$ cat src/rtl/flm_pkg.sv
package flm_pkg;
   // Register select codes, taken from cpu_addr[15:12]
   typedef enum logic [3:0] {
      RG_PRG    = 4'hA,
      RG_H0_D   = 4'hB,
      RG_H0_E   = 4'hC,
      RG_H1_D   = 4'hD,
      RG_H1_E   = 4'hE,
      RG_MIRROR = 4'hF
   } reg_sel_e;

   // Fetch tag (ppu_addr[13:4]) that moves a half's latch into the D or E state
   function automatic logic [9:0] trig_tag(input logic half, input logic to_e);
      return {1'b0, half, 4'hF, (to_e ? 4'hE : 4'hD)};
   endfunction
endpackage

$ cat src/rtl/prg_window_map.sv
module prg_window_map #(
   parameter int BANKS  = 16,
   parameter int BANK_W = 4
) (
   input  logic              clk,
   input  logic              rst_n,
   input  logic              ld,
   input  logic [BANK_W-1:0] ld_bank,
   input  logic [14:0]       addr,
   output logic [BANK_W+12:0] prg_addr
);
   localparam logic [BANK_W-1:0] LAST = BANK_W'(BANKS - 1);

   logic [BANK_W-1:0] sw_q;
   logic [BANK_W-1:0] win_bank;

   always_ff @(posedge clk) begin
      if (!rst_n)  sw_q <= '0;
      else if (ld) sw_q <= ld_bank;
   end

   always_comb begin
      unique case (addr[14:13])
         2'd0:    win_bank = sw_q;
         2'd1:    win_bank = LAST - BANK_W'(2);
         2'd2:    win_bank = LAST - BANK_W'(1);
         default: win_bank = LAST;
      endcase
   end

   assign prg_addr = {win_bank, addr[12:0]};
endmodule

$ cat src/rtl/chr_half_latch.sv
module chr_half_latch
   import flm_pkg::*;
#(
   parameter int BANK_W = 5,
   parameter bit HALF   = 1'b0
) (
   input  logic              clk,
   input  logic              rst_n,
   input  logic              wr_d,
   input  logic              wr_e,
   input  logic [BANK_W-1:0] wbank,
   input  logic              ppu_rd,
   input  logic [9:0]        fetch_tag,
   output logic [BANK_W-1:0] bank,
   output logic              sel_e
);
   localparam logic [9:0] TAG_D = trig_tag(HALF, 1'b0);
   localparam logic [9:0] TAG_E = trig_tag(HALF, 1'b1);

   logic [BANK_W-1:0] cand_d, cand_e;

   always_ff @(posedge clk) begin
      if (!rst_n) begin
         cand_d <= '0;
         cand_e <= '0;
         sel_e  <= 1'b1;
      end else begin
         if (wr_d) cand_d <= wbank;
         if (wr_e) cand_e <= wbank;
         if (ppu_rd) begin
            if (fetch_tag == TAG_D)      sel_e <= 1'b0;
            else if (fetch_tag == TAG_E) sel_e <= 1'b1;
         end
      end
   end

   assign bank = sel_e ? cand_e : cand_d;
endmodule

$ cat src/rtl/fetch_latch_mapper.sv
module fetch_latch_mapper
   import flm_pkg::*;
#(
   parameter int PRG_BANKS = 16,
   parameter int CHR_BANKS = 24,
   localparam int PRG_BW = $clog2(PRG_BANKS),
   localparam int CHR_BW = $clog2(CHR_BANKS)
) (
   input  logic                clk,
   input  logic                rst_n,
   input  logic                cpu_wr,
   input  logic [15:0]         cpu_addr,
   input  logic [7:0]          cpu_wdata,
   input  logic                ppu_rd,
   input  logic [13:0]         ppu_addr,
   output logic [PRG_BW+12:0]  prg_addr,
   output logic [CHR_BW+11:0]  chr_addr,
   output logic                mirror_horiz
);
   localparam logic [7:0] PRG_MOD = 8'(PRG_BANKS);
   localparam logic [7:0] CHR_MOD = 8'(CHR_BANKS);

   if (PRG_BANKS < 3 || PRG_BANKS > 255) begin : g_bad_prg
      $error("PRG_BANKS must be in 3..255");
   end
   if (CHR_BANKS < 2 || CHR_BANKS > 255) begin : g_bad_chr
      $error("CHR_BANKS must be in 2..255");
   end

   logic [3:0]        sel;
   logic              wr_prg, wr_mir;
   logic [1:0]        wr_d, wr_e;
   logic [PRG_BW-1:0] prg_red;
   logic [CHR_BW-1:0] chr_red;
   logic [CHR_BW-1:0] half_bank [2];
   logic [1:0]        st_fe;

   assign sel     = cpu_addr[15:12];
   assign wr_prg  = cpu_wr && (sel == RG_PRG);
   assign wr_mir  = cpu_wr && (sel == RG_MIRROR);
   assign wr_d[0] = cpu_wr && (sel == RG_H0_D);
   assign wr_e[0] = cpu_wr && (sel == RG_H0_E);
   assign wr_d[1] = cpu_wr && (sel == RG_H1_D);
   assign wr_e[1] = cpu_wr && (sel == RG_H1_E);

   assign prg_red = PRG_BW'(cpu_wdata % PRG_MOD);
   assign chr_red = CHR_BW'(cpu_wdata % CHR_MOD);

   prg_window_map #(.BANKS(PRG_BANKS), .BANK_W(PRG_BW)) u_prg (
      .clk      (clk),
      .rst_n    (rst_n),
      .ld       (wr_prg),
      .ld_bank  (prg_red),
      .addr     (cpu_addr[14:0]),
      .prg_addr (prg_addr)
   );

   for (genvar h = 0; h < 2; h++) begin : g_half
      chr_half_latch #(.BANK_W(CHR_BW), .HALF(h[0])) u_lat (
         .clk       (clk),
         .rst_n     (rst_n),
         .wr_d      (wr_d[h]),
         .wr_e      (wr_e[h]),
         .wbank     (chr_red),
         .ppu_rd    (ppu_rd),
         .fetch_tag (ppu_addr[13:4]),
         .bank      (half_bank[h]),
         .sel_e     (st_fe[h])
      );
   end

   assign chr_addr = {half_bank[ppu_addr[12]], ppu_addr[11:0]};

   always_ff @(posedge clk) begin
      if (!rst_n)      mirror_horiz <= 1'b0;
      else if (wr_mir) mirror_horiz <= cpu_wdata[0];
   end
endmodule

$ cat config.mk
export PLATFORM = sky130hd
export DESIGN_NAME = fetch_latch_mapper
export DESIGN_NICKNAME = d
export VERILOG_FILES = /design/src/rtl/flm_pkg.sv /design/src/rtl/prg_window_map.sv /design/src/rtl/chr_half_latch.sv /design/src/rtl/fetch_latch_mapper.sv
export SDC_FILE = /design/constraint.sdc
export NUM_CORES = 1
export LEC_CHECK = 0
export BUFFER_PORTS_ARGS = -buffer_cell sky130_fd_sc_hd__buf_2
export CELL_PAD_IN_SITES_DETAIL_PLACEMENT = 1
export CELL_PAD_IN_SITES_GLOBAL_PLACEMENT = 1
export CORE_MARGIN = 5
export CORE_UTILIZATION = 33
export CTS_CLUSTER_SIZE = 16
export DETAILED_ROUTE_END_ITERATION = 8
export GPL_ROUTABILITY_DRIVEN = 0
export PLACE_DENSITY_LB_ADDON = 0.1
export SLEW_MARGIN = 40
export SYNTH_ARGS = -nofsm -noshare
export SYNTH_HDL_FRONTEND = slang
export SYNTH_SLANG_ARGS = --single-unit
$ cat constraint.sdc
create_clock -name clk -period 1.3 [get_ports clk]
set_input_delay 0 -clock clk [delete_from_list [all_inputs] [get_ports clk]]
set_output_delay 0 -clock clk [all_outputs]
set_load 0.03 [all_outputs]
After elaboration in Yosys (flattened, before gate mapping)
Index checks and enable logic that the tools add are counted.
Storage, ports and cells
  flip-flop bits (word level): 27
  word-level logic and storage cells: 44
  bits of input ports: 42
  output and inout port bits: 35
Cells by class
  bitwise operators: 1
  muxes and demuxes: 10
  magnitude comparators: 1
  equal/unequal tests: 12
  divide/modulo/power cells: 1
  reduce and logical (&&, ||, !) cells: 11
Operators with widths (count)
  $mux W5: 5
  $eq A4 B4 Y1 const B: 6
  $eq A10 B8 Y1 const B: 2
  $eq A10 B9 Y1 const B: 2
  $pmux W4 S3: 1
  $mod A8 B5 Y8 const B: 1
  $logic_and A1 B1 Y1: 6
  $mux W1: 4
  $reduce_and A2 Y1: 2
  $reduce_bool A2 Y1: 2
  $eq A2 B1 Y1 const B: 1
  $eq A2 B2 Y1 const B: 1
  $ge A2 B2 Y1 const B: 1
  $logic_not A2 Y1: 1
  $not A1 Y2: 1

Logic depth before layout (Yosys ltp)
Gate-level depths: netlist (run 1).
  depth after elaboration: 4
  gate-level depth with buffers: 5

Hierarchy
A second synthesis (run 1) with hierarchy kept.
Unflattened totals
  cell total of the unflattened synthesis: 188
  area, all modules: 1770.4 µm²
By module, submodules not included
  chr_half_latch (g_half[1].u_lat): cells each 49, area each 524.3 µm², seq. area each 220.2 µm², times used 1
  chr_half_latch (g_half[0].u_lat): cells each 50, area each 504.2 µm², seq. area each 220.2 µm², times used 1
  fetch_latch_mapper: cells each 53, area each 411.6 µm², seq. area each 20.0 µm², times used 1
  prg_window_map: cells each 36, area each 330.3 µm², seq. area each 80.1 µm², times used 1

Worst setup path before layout (run 1)
Ideal clock, no wire load.
  kind: reg-to-output
  start point: register g_half[1].u_lat.sel_e
  end point: output chr_addr[12]
  setup slack: 111 ps
  arrival time: 1189 ps
  cell stages (with the launch flop): 4
  path buffers: 1
  cell sequence: dfxtp_1 clkbuf_1 mux2i_1 a21oi_1
On the way
  word-level cells in the longest chain between the ends: 4
RTL lines
  start: declaration: RTL line chr_half_latch.sv:15  | output logic sel_e
  start signal: assignment: RTL line chr_half_latch.sv:26  | sel_e <= 1'b1;
  start signal: assignment: RTL line chr_half_latch.sv:31  | if (fetch_tag == TAG_D) sel_e <= 1'b0;
  start signal: assignment: RTL line chr_half_latch.sv:32  | else if (fetch_tag == TAG_E) sel_e <= 1'b1;
  $mux W5: RTL line chr_half_latch.sv:37  | assign bank = sel_e ? cand_e : cand_d;
  $mux W5 (not written as such) (3 in series): RTL line fetch_latch_mapper.sv:72  | assign chr_addr = {half_bank[ppu_addr[12]], ppu_addr[11:0]};
  end: declaration: RTL line fetch_latch_mapper.sv:17  | output logic [CHR_BW+11:0] chr_addr,
Every way passes these cells. The select of a mux whose other input is x is not followed.

Final worst setup path (run 1)
  start point: register g_half[0].u_lat.sel_e
  end point: output chr_addr[16]
On the way
  word-level cells in the longest chain between the ends: 4
RTL lines (RTL line)
  start: declaration: chr_half_latch.sv:15
  start signal: assignment: chr_half_latch.sv:26
  start signal: assignment: chr_half_latch.sv:31
  start signal: assignment: chr_half_latch.sv:32
  $mux W5: chr_half_latch.sv:37
  $mux W5 (not written as such) (3 in series): fetch_latch_mapper.sv:72
Every way passes these cells. The select of a mux whose other input is x is not followed.

==> impl_metrics.py, run 1 <==
metrics = {
    "yosys": {
        "total_number_of_yosys_warnings": 0,
        "synth_top_cell_by_area": "sky130_fd_sc_hd__dfxtp_1",
        "syn-mean-instance-area_um2": 8.50,
        "synthesis.area_um2": 1620,
        "ys_seq_area_share_pct": 33.3,
        "gate_count_post_synth": 191,
        "synth.lib_cells_used.distinct": 35,
        "number_of_synthesized_register_bits": 27,
        "synth.net_count": 235,
        "fraction_of_post_synthesis_cell_area_in_the_top_cell_type_by_area_pct": 33.3,
        "post_synth_main_area_contributors": "sky130_fd_sc_hd__dfxtp_1 (33%), sky130_fd_sc_hd__mux2i_1 (14%), sky130_fd_sc_hd__buf_4 (12%), sky130_fd_sc_hd__a21oi_1 (5.2%), sky130_fd_sc_hd__nor2_1 (4.9%)",
    },
    "timing": {
        "setup_viol": 0,
        "worstMarginPinSlew_ns": 0.708,
        "setup-tns-final_ns": 0,
        "hold_viol": 0,
        "clock_skew_ns": 0,
        "slew_viol_final": 0,
        "final.period_utilization_pct": 96.3,
        "rsz0062_at_grt": "yes",
        "post_route_minimum_period_ns": 1.25,
        "worst_slew_margin_rel_pct": 52.3,
        "max_freq_mhz": 799,
        "finalWorstSetupSlack_ns": 0.0478,
        "hold-worst-slack_ns": 0.0000503,
    },
    "worst_setup_path": {
        "cp_data_required_time_ns": 1.30,
        "setup.worst_path.end_class": "output port",
        "critical_path.startpoint": "g_half[0].u_lat.sel_e",
        "regToRegStartpoint": "g_half[0].u_lat.sel_e",
        "cp_max_fo": 7,
        "criticalPathCategory": "register to output port",
        "cp-start-kind": "register",
        "worst_r2r_path_depth": 3,
        "timing.critical_path.arrival_ns": 1.25,
    },
    "global_routing": {
        "number_of_global_route_vias_before_repair": 1401,
        "grt_use_total_pct": 13.8,
        "initial_antenna_violation_count": 0,
        "grt_pass1_wl_um": 6910,
        "grt_max_degree": 18,
        "total_grt_overflow": 0,
    },
    "layout": {
        "post_route_standard_cell_area_excluding_fillers_um2": 1880,
        "final_net_count": 258,
        "layout-area-overhead-vs-synth_pct": 15.6,
        "insertedDiodeCount": 0,
        "layout-drive-gt1-share_pct": 32.4,
        "layout.filler_cells": 601,
        "fin_util_pct": 39.4,
    },
    "power_and_ir_drop": {
        "ir_worst_vdd_uv": 308,
        "internal_power_w": 0.00118,
        "p_sw_w": 0.000479,
        "comb_power_share_pct": 20.8,
        "power.share.sequential_pct": 50.6,
        "power_frac_clock_pct": 28.6,
        "power.switching_fraction_pct": 28.9,
        "power-per-cell-area_nw_per_um2": 885,
        "total_leakage_power_nw": 0.725,
    },
    "drt": {
        "route.detailed.wl_per_inst_um": 15.9,
        "routed_via_density": 4.99,
        "first_iter_violations": 93,
        "detailed_route_drc_error_count": 0,
        "totalWireLength_um": 4460,
        "antenna_left": 0,
        "firstDrtPassIters": 4,
        "total_number_of_vias": 1396,
    },
    "placement": {
        "final_hpwl_dp_um": 3410,
        "preCtsSetupSlack_ns": -0.0808,
        "placed_cell_area_um2": 1740,
        "number_of_buffer_cells_added_on_primary_ports": 44,
    },
    "clock_network": {
        "htree_levels": 1,
        "cts_made_buffers": 3,
        "clkSinkCount": 27,
        "cts-root-buf": "sky130_fd_sc_hd__clkbuf_8",
        "clock_tree.buffer_depth": 2,
        "tritoncts": "done",
        "cts_clk_pin_slew_worst_paths_ns": 0.09,
        "clock_latency_at_the_later_pin_of_the_worst_skew_pair_ns": 0.27,
    },
    "hold_path": {
        "min_from": "cpu_addr[2]",
        "timing.hold.worst_path_depth": 0,
        "hold_path.class": "input port to output port",
    },
    "status": {
        "outcome": "finished, final reports clean",
    },
    "die": {
        "die_w_um": 80.1,
        "floorplan.io_pins": 77,
        "fp-row-count": 25,
        "core-area_um2": 4750,
        "die_area_um2": 6420,
        "die_span_in_y_um": 80.1,
        "floorplan.initialDensity_pct": 34.1,
    },
    "flow_run": {
        "max_cap_viol_count": 0,
    },
}
==> layout by cell type, fill, tap and decap left out, types with 3 or more instances in the layout <==
| cell type | netlist | layout |
|---|---|---|
| sky130_fd_sc_hd__a211oi_2 | 0 | 3 |
| sky130_fd_sc_hd__nor2_1 | 21 | 21 |
| sky130_fd_sc_hd__nor2b_1 | 5 | 4 |
| sky130_fd_sc_hd__buf_2 | 3 | 39 |
| sky130_fd_sc_hd__inv_1 | 4 | 4 |
| sky130_fd_sc_hd__a21oi_1 | 17 | 15 |
| sky130_fd_sc_hd__nand2b_1 | 3 | 3 |
| sky130_fd_sc_hd__o21ai_0 | 10 | 10 |
| sky130_fd_sc_hd__buf_4 | 25 | 11 |
| sky130_fd_sc_hd__nand2_1 | 10 | 10 |
| sky130_fd_sc_hd__nand4_1 | 3 | 3 |
| sky130_fd_sc_hd__clkbuf_8 | 0 | 3 |
| sky130_fd_sc_hd__dfxtp_1 | 27 | 25 |
| sky130_fd_sc_hd__nand3_1 | 3 | 3 |
| sky130_fd_sc_hd__nand3b_1 | 4 | 4 |
| sky130_fd_sc_hd__mux2i_1 | 22 | 21 |
==> state kept, by name (all words and copies together), names as in the netlist <==
register,flops
g_half.u_lat.cand_d,10
g_half.u_lat.cand_e,10
g_half.u_lat.sel_e,2
mirror_horiz,1
u_prg.sw_q,4
==> metrics by stage <==
stage,total power (W),instances
final,0.00166,280
after CTS,0.00167,278
after global routing,0.00175,280
after floorplan,0.00119,191
after detailed placement,0.00120,274
after global placement,0.00118,274
==> path summary, 6_finish.rpt <==
kind              slack [ns]                        end
hold reg to reg         0.46  g_half[0].u_lat.cand_d[3]
hold / removal       0.00005                prg_addr[2]
setup / recovery        0.05               chr_addr[16]
setup reg to reg        0.38      g_half[0].u_lat.sel_e
==> layout make-up <==
cell class	instances	area (µm²)	share of cell area, %
Timing Repair Buffer	53	310	16.5
Inverter	4	15.0	0.801
Clock buffer	4	45.0	2.40
Sequential cell	27	548	29.2
Tap cell	67	83.8	4.47
Multi-Input combinational cell	125	873	46.6
==> cells in the mapped netlist (all sizes together) <==
library cell,n
a211o,2
a211oi,5
a21oi,17
a311oi,2
a31oi,1
a32oi,2
buf,31
clkbuf,4
dfxtp,27
ha,2
inv,4
mux2i,22
nand2,10
nand2b,3
nand3,3
nand3b,4
nand4,3
nand4b,1
nor2,21
nor2b,5
nor3,2
nor3b,1
nor4,2
o211ai,1
o21ai,10
or3b,2
or4,1
xnor2,2
xor2,1
==> cell families after synthesis <==
kind of cell | after synthesis | synth area share (%)
compound gates | 40 | 15.9
xor+xnor | 3 | 1.62
fa+ha+maj | 2 | 1.54
buf+inv | 39 | 16.0
flops | 27 | 33.3
mux | 22 | 13.6
simple gates | 58 | 18.1
==> routing by layer <==
| metal | share of wire [%] | GRT usage (%) | up-vias |
|---|---|---|---|
| li1 | - | - | 686 |
| met1 | 43 | 17.0 | 648 |
| met2 | 49 | 23.3 | 44 |
| met3 | 6.7 | 3.14 | 18 |
| met4 | 1.9 | 5.24 | 0 |
| met5 | 0 | 0 | - |
==> power groups by stage <==
stage | sequential (W) | combinational, W | clock (W)
after global placement | 0.000862 | 0.000322 | 0
after CTS | 0.000839 | 0.000334 | 0.000502
after global routing | 0.000841 | 0.000374 | 0.000537
after detailed placement | 0.000862 | 0.000333 | 0
final | 0.000840 | 0.000345 | 0.000475
after floorplan | 0.000861 | 0.000325 | 0
==> worst max-delay path: stages (launching register included) <==
cell,delay (ns)
sky130_fd_sc_hd__dfxtp_4,0.40
sky130_fd_sc_hd__buf_8,0.15
sky130_fd_sc_hd__a211oi_1,0.19
sky130_fd_sc_hd__a21oi_1,0.06
sky130_fd_sc_hd__buf_4,0.18
==> what timing repair did <==
| item | 4_1_cts | 5_1_grt |
|---|---|---|
| resized for setup | 4 | 23 |
| pin swaps | 0 | 2 |
| endpoints found under the hold margin | 0 | 1 |
| hold buffers | 0 | 1 |
| setup buffers | 0 | 1 |
| setup endpoints to repair | 5 | 2 |
Power figures use the tool's default switching activity.
==> run 2: changes to the inputs <==
--- a/config.mk
+++ b/config.mk
@@ -5,11 +5,12 @@
 export SDC_FILE = /design/constraint.sdc
 export NUM_CORES = 1
 export LEC_CHECK = 0
+export ABC_AREA = 1
 export BUFFER_PORTS_ARGS = -buffer_cell sky130_fd_sc_hd__buf_2
 export CELL_PAD_IN_SITES_DETAIL_PLACEMENT = 1
 export CELL_PAD_IN_SITES_GLOBAL_PLACEMENT = 1
 export CORE_MARGIN = 5
-export CORE_UTILIZATION = 33
+export CORE_UTILIZATION = 31
 export CTS_CLUSTER_SIZE = 16
 export DETAILED_ROUTE_END_ITERATION = 8
 export GPL_ROUTABILITY_DRIVEN = 0
==> run 2 against run 1 <==
Sequential share of layout area increased by 1.3 points; clock skew stayed put; maximum frequency grew 4.5%; global-route usage shrank 0.60 points; worst setup slack better by 0.054 ns; critical endpoint unchanged; largest power group unchanged.
==> impl_metrics.py, run 2 <==
metrics = {
    "yosys": {
        "fraction_of_post_synthesis_cell_area_in_the_top_cell_type_by_area_pct": 33.7,
        "synth.net_count": 280,
        "synth_top_cell_by_area": "sky130_fd_sc_hd__dfxtp_1",
        "ys.flop_type": "sky130_fd_sc_hd__dfxtp_1",
        "ys_seq_area_share_pct": 33.7,
        "syn-mean-instance-area_um2": 6.80,
        "total_number_of_yosys_warnings": 0,
        "synth.lib_cells_used.distinct": 25,
        "number_of_synthesized_register_bits": 27,
        "post_synth_main_area_contributors": "sky130_fd_sc_hd__dfxtp_1 (34%), sky130_fd_sc_hd__buf_4 (12%), sky130_fd_sc_hd__o21ai_0 (11%), sky130_fd_sc_hd__nor2_1 (8.4%), sky130_fd_sc_hd__nand2_1 (7.7%)",
        "synthesis.area_um2": 1600,
        "synthArstFlopShare_pct": 0,
        "gate_count_post_synth": 236,
        "synth_enable_flop_cells": 0,
        "synth_top_cells_by_count": "sky130_fd_sc_hd__nor2_1 (36), sky130_fd_sc_hd__o21ai_0 (36), sky130_fd_sc_hd__nand2_1 (33), sky130_fd_sc_hd__dfxtp_1 (27), sky130_fd_sc_hd__inv_1 (27)",
    },
    "placement": {
        "placed_cell_area_um2": 1720,
        "final_hpwl_dp_um": 3310,
        "dpl.cell_count": 323,
        "number_of_buffer_cells_added_on_primary_ports": 44,
    },
    "clock_network": {
        "cts-root-buf": "sky130_fd_sc_hd__clkbuf_8",
        "cts_made_buffers": 3,
        "post_cts_hold_buffer_count": 0,
        "clock_latency_at_the_later_pin_of_the_worst_skew_pair_ns": 0.27,
        "htree_levels": 1,
        "clock_tree.buffer_depth": 2,
        "tritoncts": "done",
        "postCtsSetupBuffers": 0,
        "cts_clk_pin_slew_worst_paths_ns": 0.09,
        "clkSinkCount": 27,
    },
    "die": {
        "fp-row-count": 26,
        "die_area_um2": 6710,
        "floorplan.initialDensity_pct": 31.6,
        "die_w_um": 81.9,
        "floorplan.io_pins": 77,
        "core-area_um2": 5070,
        "die_span_in_y_um": 81.9,
    },
    "timing": {
        "post_route_minimum_period_ns": 1.20,
        "slew_viol_final": 0,
        "max_freq_mhz": 835,
        "setup_viol": 0,
        "hold-worst-slack_ns": 0.0000116,
        "rsz0062_at_grt": "no",
        "hold_viol": 0,
        "final.period_utilization_pct": 92.2,
        "worst_slew_margin_rel_pct": 73.3,
        "setup-tns-final_ns": 0,
        "worstMarginPinSlew_ns": 0.397,
        "clock_skew_ns": 0,
    },
    "worst_setup_path": {
        "crit_reg_reg_endpoint": "g_half[0].u_lat.sel_e",
        "timing.critical_path.arrival_ns": 1.20,
        "cp_data_required_time_ns": 1.30,
        "setup.worst_path.end_class": "output port",
        "ff2ff_setup_slack_ns": 0.52,
        "cp_max_fo": 6,
        "regToRegStartpoint": "g_half[0].u_lat.sel_e",
        "criticalPathCategory": "register to output port",
        "cp-start-kind": "register",
        "worst_r2r_path_depth": 4,
    },
    "global_routing": {
        "grt_use_total_pct": 13.2,
        "grt_max_degree": 25,
        "number_of_global_route_vias_before_repair": 1469,
        "total_grt_overflow": 0,
        "initial_antenna_violation_count": 0,
        "grt_pass1_wl_um": 6910,
    },
    "layout": {
        "insertedDiodeCount": 0,
        "mostFrequentLayoutCell": "sky130_fd_sc_hd__buf_2",
        "area_of_the_multi_input_gates_um2": 757,
        "largestRegisters": "g_half.u_lat.cand_d x10, g_half.u_lat.cand_e x10, u_prg.sw_q x4",
        "final_cell_count_no_fill": 327,
        "layout.filler_cells": 677,
        "ff_latch_area_um2": 546,
        "layout-area-overhead-vs-synth_pct": 11.4,
        "layout-drive-gt1-share_pct": 25.7,
        "layout_common_cells": "sky130_fd_sc_hd__buf_2 (41), sky130_fd_sc_hd__nor2_1 (36), sky130_fd_sc_hd__o21ai_0 (34), sky130_fd_sc_hd__nand2_1 (33)",
        "post_route_standard_cell_area_excluding_fillers_um2": 1790,
        "final_net_count": 302,
    },
    "drt": {
        "routed_via_density": 4.48,
        "antenna_left": 0,
        "firstDrtPassIters": 4,
        "first_iter_violations": 41,
        "totalWireLength_um": 4150,
        "route.detailed.wl_per_inst_um": 12.7,
        "total_number_of_vias": 1466,
        "detailed_route_drc_error_count": 0,
    },
    "flow_run": {
        "max_cap_viol_count": 0,
    },
    "power_and_ir_drop": {
        "power.total_w": 0.00163,
        "power-per-cell-area_nw_per_um2": 913,
        "ir_worst_vdd_uv": 390,
        "total_leakage_power_nw": 0.868,
    },
    "hold_path": {
        "worst_hold_path.endpoint": "prg_addr[7]",
        "timing.hold.worst_path_depth": 0,
        "hold_path.class": "input port to output port",
        "min_from": "cpu_addr[7]",
    },
    "status": {
        "outcome": "finished, final reports clean",
    },
}
[run 2: power by group]
group          internal [W]  switching (W)
Combinational     0.0000942       0.000209
Clock              0.000220       0.000259
Sequential         0.000841     0.00000820
Total               0.00115       0.000476
[run 2: area by class of cell]
class / instances / area share (%)
Multi-Input combinational cell: 151 / 42.4
Inverter: 31 / 6.93
Sequential cell: 27 / 30.5
Timing Repair Buffer: 44 / 12.7
Clock buffer: 4 / 2.52
Tap cell: 70 / 4.90
[run 2: worst max path at each step]
stage / to / start / cells past startpoint / slack, ns
3_5_place_dp: chr_addr[13] / g_half[1].u_lat.sel_e / 5 / 0.21
4_1_cts: chr_addr[13] / g_half[0].u_lat.sel_e / 4 / 0.008
6_report: chr_addr[16] / g_half[0].u_lat.sel_e / 4 / 0.10
5_1_grt: chr_addr[16] / g_half[0].u_lat.sel_e / 4 / 0.01
3_3_place_gp: chr_addr[13] / g_half[1].u_lat.sel_e / 5 / 0.21
2_1_floorplan: chr_addr[12] / g_half[0].u_lat.sel_e / 3 / 0.10
[run 2: repair_timing]
| item | 4_1_cts | 5_1_grt |
|---|---|---|
| pin swaps | 0 | 1 |
| gates cloned | 0 | 0 |
| endpoints found under the setup margin | 5 | 5 |
| resized for setup | 6 | 8 |
[run 2: worst max-delay path, cell delays in order, from the launching register on]
cell                       delay, ns
sky130_fd_sc_hd__dfxtp_2        0.40
sky130_fd_sc_hd__inv_2          0.08
sky130_fd_sc_hd__o21ai_0        0.16
sky130_fd_sc_hd__o22ai_1        0.10
sky130_fd_sc_hd__clkbuf_4       0.19
[run 2: kinds of logic after synthesis]
family / share of synthesized area (%)
compound gates: 17.5
fa+ha+maj: 1.56
buf+inv: 19.6
flops: 33.7
simple gates: 27.7
[run 2: stage by stage]
step / util [%] / setup WS, ns
after floorplan: - / 0.101
after global placement: 33.8 / 0.215
after detailed placement: 33.8 / 0.210
after CTS: 34.9 / 0.00804
after global routing: 35.2 / 0.0115
final: 35.2 / 0.102
[run 2: metal layers]
layer | part of all wire [%] | wire, µm | vias to the layer above | global-route usage, %
met5 | 0 | 0 | - | 0
met4 | 1.1 | 44 | 0 | 3.99
met3 | 4.5 | 185 | 4 | 2.41
met2 | 46 | 1900 | 36 | 21.6
met1 | 49 | 2020 | 647 | 17.5
li1 | - | - | 779 | -
==> run 3: changes to the inputs <==
--- a/config.mk
+++ b/config.mk
@@ -9,6 +9,7 @@
 export BUFFER_PORTS_ARGS = -buffer_cell sky130_fd_sc_hd__buf_2
 export CELL_PAD_IN_SITES_DETAIL_PLACEMENT = 1
 export CELL_PAD_IN_SITES_GLOBAL_PLACEMENT = 1
+export CORE_ASPECT_RATIO = 1.1
 export CORE_MARGIN = 5
 export CORE_UTILIZATION = 31
 export CTS_CLUSTER_SIZE = 16
==> run 3 against run 2 <==
First-iteration DRC count down 4.9%; die area about the same; largest power group unchanged; clock power rose by 4.6%; critical endpoint unchanged; core utilization up 0.30 points; register-to-register slack is essentially flat; sequential share of layout area is 0.19 points higher; power rose by 1.4%; sequential power about the same; combinational power barely moved; largest cell class unchanged; worst setup slack worse by 0.033 ns; maximum frequency down 2.7%.
==> impl_metrics.py, run 3 (synthesized netlist as in run 2, its figures left out) <==
metrics = {
    "status": {
        "outcome": "finished, final reports clean",
    },
    "drt": {
        "totalWireLength_um": 4220,
        "routed_via_density": 4.61,
        "detailed_route_drc_error_count": 0,
        "first_iter_violations": 39,
        "route.detailed.wl_per_inst_um": 13.3,
        "antenna_left": 0,
        "total_number_of_vias": 1456,
        "firstDrtPassIters": 4,
    },
    "global_routing": {
        "total_grt_overflow": 0,
        "grt_use_total_pct": 12.9,
        "grt_max_degree": 25,
        "initial_antenna_violation_count": 0,
        "grt_pass1_wl_um": 6960,
        "number_of_global_route_vias_before_repair": 1475,
    },
    "worst_setup_path": {
        "cp-start-kind": "register",
        "criticalPathCategory": "register to output port",
        "crit_reg_reg_endpoint": "g_half[1].u_lat.sel_e",
        "setup.worst_path.end": "chr_addr[16]",
        "worst_r2r_path_depth": 4,
        "cp_max_fo": 2,
        "cp_data_required_time_ns": 1.30,
        "critical_path.startpoint": "g_half[1].u_lat.sel_e",
        "ff2ff_setup_slack_ns": 0.51,
        "setup.worst_path.end_class": "output port",
        "timing.critical_path.arrival_ns": 1.23,
        "regToRegStartpoint": "g_half[1].u_lat.sel_e",
    },
    "die": {
        "fp-row-count": 27,
        "floorplan.io_pins": 77,
        "die_area_um2": 6710,
        "die_span_in_y_um": 85.4,
        "die_w_um": 78.6,
        "core-area_um2": 5000,
        "floorplan.initialDensity_pct": 32.1,
    },
    "clock_network": {
        "cts_made_buffers": 3,
        "htree_levels": 1,
        "clock_tree.buffer_depth": 2,
        "tritoncts": "done",
        "clock_latency_at_the_later_pin_of_the_worst_skew_pair_ns": 0.27,
        "cts_clk_pin_slew_worst_paths_ns": 0.10,
        "post_cts_hold_buffer_count": 0,
        "cts-root-buf": "sky130_fd_sc_hd__clkbuf_8",
        "clkSinkCount": 27,
    },
    "hold_path": {
        "min_from": "cpu_addr[1]",
        "hold_path.class": "input port to output port",
    },
    "timing": {
        "post_route_minimum_period_ns": 1.23,
        "worst_slew_margin_rel_pct": 72.6,
        "clock_skew_ns": 0,
        "setup_viol": 0,
        "setup-tns-final_ns": 0,
        "max_freq_mhz": 813,
        "worstMarginPinSlew_ns": 0.408,
        "slew_viol_final": 0,
        "hold-worst-slack_ns": 0.00000989,
        "final.period_utilization_pct": 94.7,
        "hold_viol": 0,
    },
    "placement": {
        "placed_cell_area_um2": 1700,
        "dpl.cell_count": 311,
        "number_of_buffer_cells_added_on_primary_ports": 44,
        "final_hpwl_dp_um": 3330,
    },
    "layout": {
        "mostFrequentLayoutCell": "sky130_fd_sc_hd__buf_2",
        "layout-area-overhead-vs-synth_pct": 10.7,
        "post_route_standard_cell_area_excluding_fillers_um2": 1780,
        "layout_common_cells": "sky130_fd_sc_hd__buf_2 (40), sky130_fd_sc_hd__nor2_1 (36), sky130_fd_sc_hd__nand2_1 (33), sky130_fd_sc_hd__o21ai_0 (33)",
        "insertedDiodeCount": 0,
        "final_cell_count_no_fill": 316,
        "largestRegisters": "g_half.u_lat.cand_d x10, g_half.u_lat.cand_e x10, u_prg.sw_q x4",
        "fin_util_pct": 35.5,
        "final_net_count": 303,
        "layout-drive-gt1-share_pct": 25.6,
    },
    "power_and_ir_drop": {
        "ir_worst_vdd_uv": 348,
        "total_leakage_power_nw": 0.872,
        "power-per-cell-area_nw_per_um2": 932,
    },
    "flow_run": {
        "max_cap_viol_count": 0,
    },
}
run 3: cell types whose count changed in the layout (fill, tap and decap cells not counted):
cell                         change
sky130_fd_sc_hd__a21oi_2         -2
sky130_fd_sc_hd__inv_4           +1
sky130_fd_sc_hd__a21oi_1         +2
sky130_fd_sc_hd__inv_6           -1
sky130_fd_sc_hd__clkbuf_4        -1
sky130_fd_sc_hd__clkbuf_1        -1
sky130_fd_sc_hd__clkinvlp_4      +1
sky130_fd_sc_hd__o21ai_0         -1
sky130_fd_sc_hd__o21ai_1         +1
sky130_fd_sc_hd__buf_2           -1
sky130_fd_sc_hd__buf_4           +3
run 3: power breakdown:
| group | total, W | internal (W) | switching (W) | leakage [nW] |
|---|---|---|---|---|
| logic | 0.000304 | 0.0000943 | 0.000210 | 0.633 |
| registers | 0.000849 | 0.000841 | 0.00000758 | 0.218 |
| clock network | 0.000501 | 0.000218 | 0.000283 | 0.0217 |
| total | 0.00165 | 0.00115 | 0.000501 | 0.872 |
run 3: routing by layer:
metal	GRT usage, %	share of wire, %	wire (µm)	up-vias
li1	-	-	-	780
met1	16.7	48	2030	644
met2	21.8	47	1990	28
met3	2.12	4.1	174	4
met4	3.82	0.64	27	0
met5	0	0	0	-
run 3: stage by stage:
stage	worst slack (ns)	power [W]
2_1_floorplan	0.101	0.00116
3_3_place_gp	0.216	0.00118
3_5_place_dp	0.211	0.00118
4_1_cts	0.0317	0.00169
5_1_grt	-0.00416	0.00176
6_report	0.0693	0.00165
run 3: final cells by class:
| class | instances | area [µm²] |
|---|---|---|
| fillers | 684 | 3220 |
| multi-input cells | 151 | 749 |
| flip-flops and latches | 27 | 546 |
| repair buffers | 45 | 238 |
| inverters | 31 | 121 |
| well taps | 58 | 72.6 |
| clock buffers | 3 | 41.3 |
| clock inverters | 1 | 7.51 |
run 3: what timing repair did:
| item | in CTS | in global routing |
|---|---|---|
| setup endpoints to repair | 5 | 4 |
| pin swaps | 0 | 1 |
| setup buffers | 0 | 1 |
| gates resized for setup | 7 | 7 |
run 3: worst min-delay path by stage:
| stage | slack, ns | endpoint | cells after the start |
|---|---|---|---|
| after floorplan | 0.13 | chr_addr[0] | 1 |
| after global placement | 0.0002 | prg_addr[0] | 0 |
| after detailed placement | 0.0002 | prg_addr[0] | 0 |
| after CTS | 0.0002 | prg_addr[0] | 0 |
| after global routing | 0.00004 | prg_addr[9] | 0 |
| final | 0.00001 | prg_addr[1] | 0 |
run 3: critical path, stage by stage (launching register included):
cell and delay [ns]:
sky130_fd_sc_hd__dfxtp_2 0.34, sky130_fd_sc_hd__buf_4 0.13, sky130_fd_sc_hd__o21ai_0 0.19, sky130_fd_sc_hd__o22ai_1 0.12, sky130_fd_sc_hd__buf_4 0.18
